$ cat src/rtl/cla_pkg.sv
package cla_pkg;

  // Widest operand slice a single lookahead level may be asked to cover.
  localparam int unsigned LA_MAX = 32;

  typedef logic [LA_MAX-1:0] la_vec_t;

  // Carry into position pos, written as a flat sum of products:
  // c0·p[0..pos-1]  +  sum over j<pos of g[j]·p[j+1..pos-1]
  function automatic logic la_carry(input la_vec_t g, input la_vec_t p,
                                    input logic c0, input int unsigned pos);
    logic sop;
    logic term;
    term = c0;
    for (int unsigned k = 0; k < pos; k++) term = term & p[k];
    sop = term;
    for (int unsigned j = 0; j < pos; j++) begin
      term = g[j];
      for (int unsigned k = j + 1; k < pos; k++) term = term & p[k];
      sop = sop | term;
    end
    return sop;
  endfunction

  // AND of the first n propagates.
  function automatic logic la_all_prop(input la_vec_t p, input int unsigned n);
    logic prod;
    prod = 1'b1;
    for (int unsigned k = 0; k < n; k++) prod = prod & p[k];
    return prod;
  endfunction

endpackage

$ cat src/rtl/cla_pg_bit.sv
module cla_pg_bit (
  input  logic a_i,
  input  logic b_i,
  output logic gen_o,
  output logic prop_o
);

  // both ones: create; exactly one: pass; none: kill
  assign gen_o  = a_i & b_i;
  assign prop_o = a_i ^ b_i;

endmodule

$ cat src/rtl/cla_group.sv
module cla_group
  import cla_pkg::*;
#(
  parameter int unsigned GW = 4
) (
  input  logic [GW-1:0] a_i,
  input  logic [GW-1:0] b_i,
  input  logic          carry_i,
  output logic [GW-1:0] sum_o,
  output logic          grp_gen_o,
  output logic          grp_prop_o
);

  logic [GW-1:0] bit_g;
  logic [GW-1:0] bit_p;
  logic [GW-1:0] bit_c;
  la_vec_t       g_ext;
  la_vec_t       p_ext;

  for (genvar i = 0; i < GW; i++) begin : g_bit
    cla_pg_bit u_pg (
      .a_i   (a_i[i]),
      .b_i   (b_i[i]),
      .gen_o (bit_g[i]),
      .prop_o(bit_p[i])
    );
  end

  assign g_ext = la_vec_t'(bit_g);
  assign p_ext = la_vec_t'(bit_p);

  // every internal carry straight from g/p, no bit-to-bit chain
  always_comb begin
    for (int unsigned i = 0; i < GW; i++) begin
      bit_c[i] = la_carry(g_ext, p_ext, carry_i, i);
    end
  end

  // slice summary for the second level (generate ignores the slice carry-in)
  assign grp_gen_o  = la_carry(g_ext, p_ext, 1'b0, GW);
  assign grp_prop_o = la_all_prop(p_ext, GW);

  assign sum_o = bit_p ^ bit_c;

endmodule

$ cat src/rtl/cla_carry_unit.sv
module cla_carry_unit
  import cla_pkg::*;
#(
  parameter int unsigned NG = 4
) (
  input  logic [NG-1:0] grp_gen_i,
  input  logic [NG-1:0] grp_prop_i,
  input  logic          carry_i,
  output logic [NG-1:0] grp_carry_o,
  output logic          carry_o
);

  la_vec_t gg_ext;
  la_vec_t gp_ext;

  assign gg_ext = la_vec_t'(grp_gen_i);
  assign gp_ext = la_vec_t'(grp_prop_i);

  always_comb begin
    for (int unsigned i = 0; i < NG; i++) begin
      grp_carry_o[i] = la_carry(gg_ext, gp_ext, carry_i, i);
    end
  end

  assign carry_o = la_carry(gg_ext, gp_ext, carry_i, NG);

endmodule

$ cat src/rtl/cla_adder16.sv
module cla_adder16 #(
  parameter int unsigned WIDTH = 16,
  parameter int unsigned GW    = 4
) (
  input  logic [WIDTH-1:0] a_i,
  input  logic [WIDTH-1:0] b_i,
  input  logic             carry_i,
  output logic [WIDTH-1:0] sum_o,
  output logic             carry_o
);

  localparam int unsigned NG = WIDTH / GW;

  logic [NG-1:0] grp_gen;
  logic [NG-1:0] grp_prop;
  logic [NG-1:0] grp_carry;

  for (genvar s = 0; s < NG; s++) begin : g_slice
    cla_group #(.GW(GW)) u_grp (
      .a_i       (a_i[s*GW +: GW]),
      .b_i       (b_i[s*GW +: GW]),
      .carry_i   (grp_carry[s]),
      .sum_o     (sum_o[s*GW +: GW]),
      .grp_gen_o (grp_gen[s]),
      .grp_prop_o(grp_prop[s])
    );
  end

  cla_carry_unit #(.NG(NG)) u_top_la (
    .grp_gen_i  (grp_gen),
    .grp_prop_i (grp_prop),
    .carry_i    (carry_i),
    .grp_carry_o(grp_carry),
    .carry_o    (carry_o)
  );

endmodule

$ cat config.mk
export PLATFORM = sky130hd
export DESIGN_NAME = cla_adder16
export DESIGN_NICKNAME = d
export VERILOG_FILES = /design/src/rtl/cla_pkg.sv /design/src/rtl/cla_pg_bit.sv /design/src/rtl/cla_group.sv /design/src/rtl/cla_carry_unit.sv /design/src/rtl/cla_adder16.sv
export SDC_FILE = /design/constraint.sdc
export NUM_CORES = 1
export LEC_CHECK = 0
export BUFFER_PORTS_ARGS = -buffer_cell sky130_fd_sc_hd__buf_2
export CAP_MARGIN = 40
export CORE_AREA = 2 2 40 52
export DETAILED_ROUTE_END_ITERATION = 8
export DIE_AREA = 0 0 42 54
export PLACE_DENSITY = 0.76
export SLEW_MARGIN = 20
export SYNTH_ARGS = -nofsm -noshare
export SYNTH_HDL_FRONTEND = slang
export SYNTH_SLANG_ARGS = --single-unit
$ cat constraint.sdc
create_clock -name vclk -period 2.8
set_input_delay 0.28 -clock vclk [all_inputs]
set_output_delay 0.28 -clock vclk [all_outputs]
set_load 0.1 [all_outputs]
==> summary.md <==
| Metric | Value |
|---|---|
| Status | complete, no violations |
| Setup bufs post-CTS | 0 |
| Setup CP Type | in -> out |
| CP endpoint kind | output pin |
| Mapped cell area | 679.4 sq um |
| DR WL/cell | 11.51 microns |
| HPWL Detailed | 1.670 mm |
| Top cell type's share of synthesized area | 0.3683 |
| Initial Util | 0.3724 |
| Critical Path AT | 2370 ps |
| # nets final | 192 |
| Synth top area cells | ha_1 37%, fa_1 12%, o21a_1 7.7% |
| Pin count of the biggest net entering global routing | 5 |
| TritonRoute pass-1 iters | 4 |
| Hold crit path type | in -> out |
| Pwr/cell area | 595.9 nW/um^2 |
| Syn avg cell area | 8.600 sq um |
| RSZ-0062 raised after global routing | no |
| Width of the die | 42 microns |
| # rows | 18 |
| Total track usage | 0.1777 |
| Fin. Hold Viols | 0 |
| Routed Antenna Nets | 0 |
| Syn Nets | 136 |
| Fmax | 377.1 MHz |
| Ys Warns | 0 |
| PortBufs | 50 |
| Post-layout util | 0.6914 |
| # DRC | 0 |
| Power Total | 0.7515 mW |
| Critical Path Fanout Max | 4 |
| Layout area overhead | 85.64% |
| Worst Path Required | 2520 ps |
| Clock buffer count | 0 |
| N_diodes | 0 |
| Vias/cell | 5.131 |
| Final Setup Violations | 0 |
| First-pass GRT wire length | 3.256 mm |
| Worst Max-Slew Pin Slew | 487.3 ps |
| Worst IR Drop VDD | 0.6063 mV |
| Antenna violations before repair | 0 |
| Top Ports | 50 |
| Die Area | 2268 sq um |
| Max_cap viols | 0 |
| Vias in the first global route | 805 |
| Final Slew Violations | 0 |
| Register area | 0 sq um |
| Core area | 1824 sq um |
| DR vias | 785 |
| Gate count of the mapped netlist | 79 |
| GP Congestion | 0.8640 |
| Leak pwr | 0.6384 nW |
| Leading area contributor after synthesis | ha_1 |
| Slew HR | 0.6773 |
| Tcrit/Tclk final | 0.9470 |
| Layout cells sized above 1 | 0.5564 |
| Synth unique cells | 21 |
| Gr ovfl total | 0 |
| Initial DRC Count | 3 |
| Chip Height | 54 microns |
| Minimum clock period | 2651 ps |
| Total Wirelength | 1.761 mm |
| Startpoint Class | primary input |
| Seq_cells | 0 |
| Sequential fraction of the synthesis area | 0 |
synthesized netlist by cell type:
library cell   n
nand2b_1       1
xor2_1         4
a21oi_1        6
nand4_1        2
o221ai_1       1
nor3_1         3
nand2_1        4
o21ai_2        1
a41oi_1        1
fa_1           4
ha_1          20
inv_1          4
o21ai_1        2
xnor2_1        5
a21o_1         2
o21ba_1        1
o21a_1         7
o21bai_1       1
a221oi_2       1
and4_2         1
nor2_1         8
power breakdown:
group / leakage [nW] / internal, mW / switching [mW]
Clock: 0 / 0 / 0
Sequential: 0 / 0 / 0
Combinational: 0.638 / 0.247 / 0.505
layout make-up:
class	count	area, sq um
fillers	145	563.0
inverters	4	15.01
multi-input cells	75	775.7
well taps	20	25.02
repair buffers	54	445.4
metal layers:
metal  up-vias  track usage  share of wire
met5         -            0              0
met4         0            0              0
met3         0      0.01342          0.068
met2        31       0.3984           0.60
met1       357       0.1864           0.33
li1        397            -              -
critical path: stages:
cell	delay [ps]
buf_2	100
ha_1	330
a21oi_1	170
o221ai_1	140
a21oi_2	170
o21bai_1	120
ha_1	210
o21a_1	190
o21a_1	190
nor2_2	120
xnor2_2	140
buf_12	200
metrics by stage:
step / hold WS, ps / setup WS [ps] / cells / TNS, ps / area [sq um]
floorplan: 1020 / -136.5 / 79 / -136.5 / 755.7
global placement: 1056 / 88.95 / 153 / 0 / 1226
detailed placement: 1057 / -14.57 / 153 / -14.57 / 1226
CTS: 1057 / 34.29 / 153 / 0 / 1230
global route: 1072 / 15.81 / 153 / 0 / 1261
finish: 1056 / 148.5 / 153 / 0 / 1261
cells by family (layout without fill, tap and decap cells):
| logic type | Yosys count | in the layout | share of synthesized area |
|---|---|---|---|
| xor+xnor | 9 | 9 | 0.1160 |
| simple gates | 19 | 19 | 0.1307 |
| compound gates | 23 | 23 | 0.2449 |
| fa+ha+maj | 24 | 24 | 0.4862 |
| buf+inv | 4 | 58 | 0.02209 |
cells in the final DEF (no fill, tap or decap), drive strengths merged:
master	n
a21o	2
a21oi	6
a221oi	1
a41oi	1
and4	1
buf	54
fa	4
ha	20
inv	4
nand2	4
nand2b	1
nand4	2
nor2	8
nor3	3
o21a	7
o21ai	3
o21ba	1
o21bai	1
o221ai	1
xnor2	5
xor2	4
repair_timing:
action                     4_1_cts  5_1_grt
resized for setup                1        6
hold buffers                     0        0
pin swaps                        0        2
setup endpoints to repair        2        5
path summary, 6_finish.rpt:
path / start / end / slack [ps] / cells after the start
setup / recovery: a_i[7] / sum_o[15] / 150 / 12
hold / removal: b_i[8] / sum_o[8] / 1060 / 3
(Power assumes the default switching activity.)
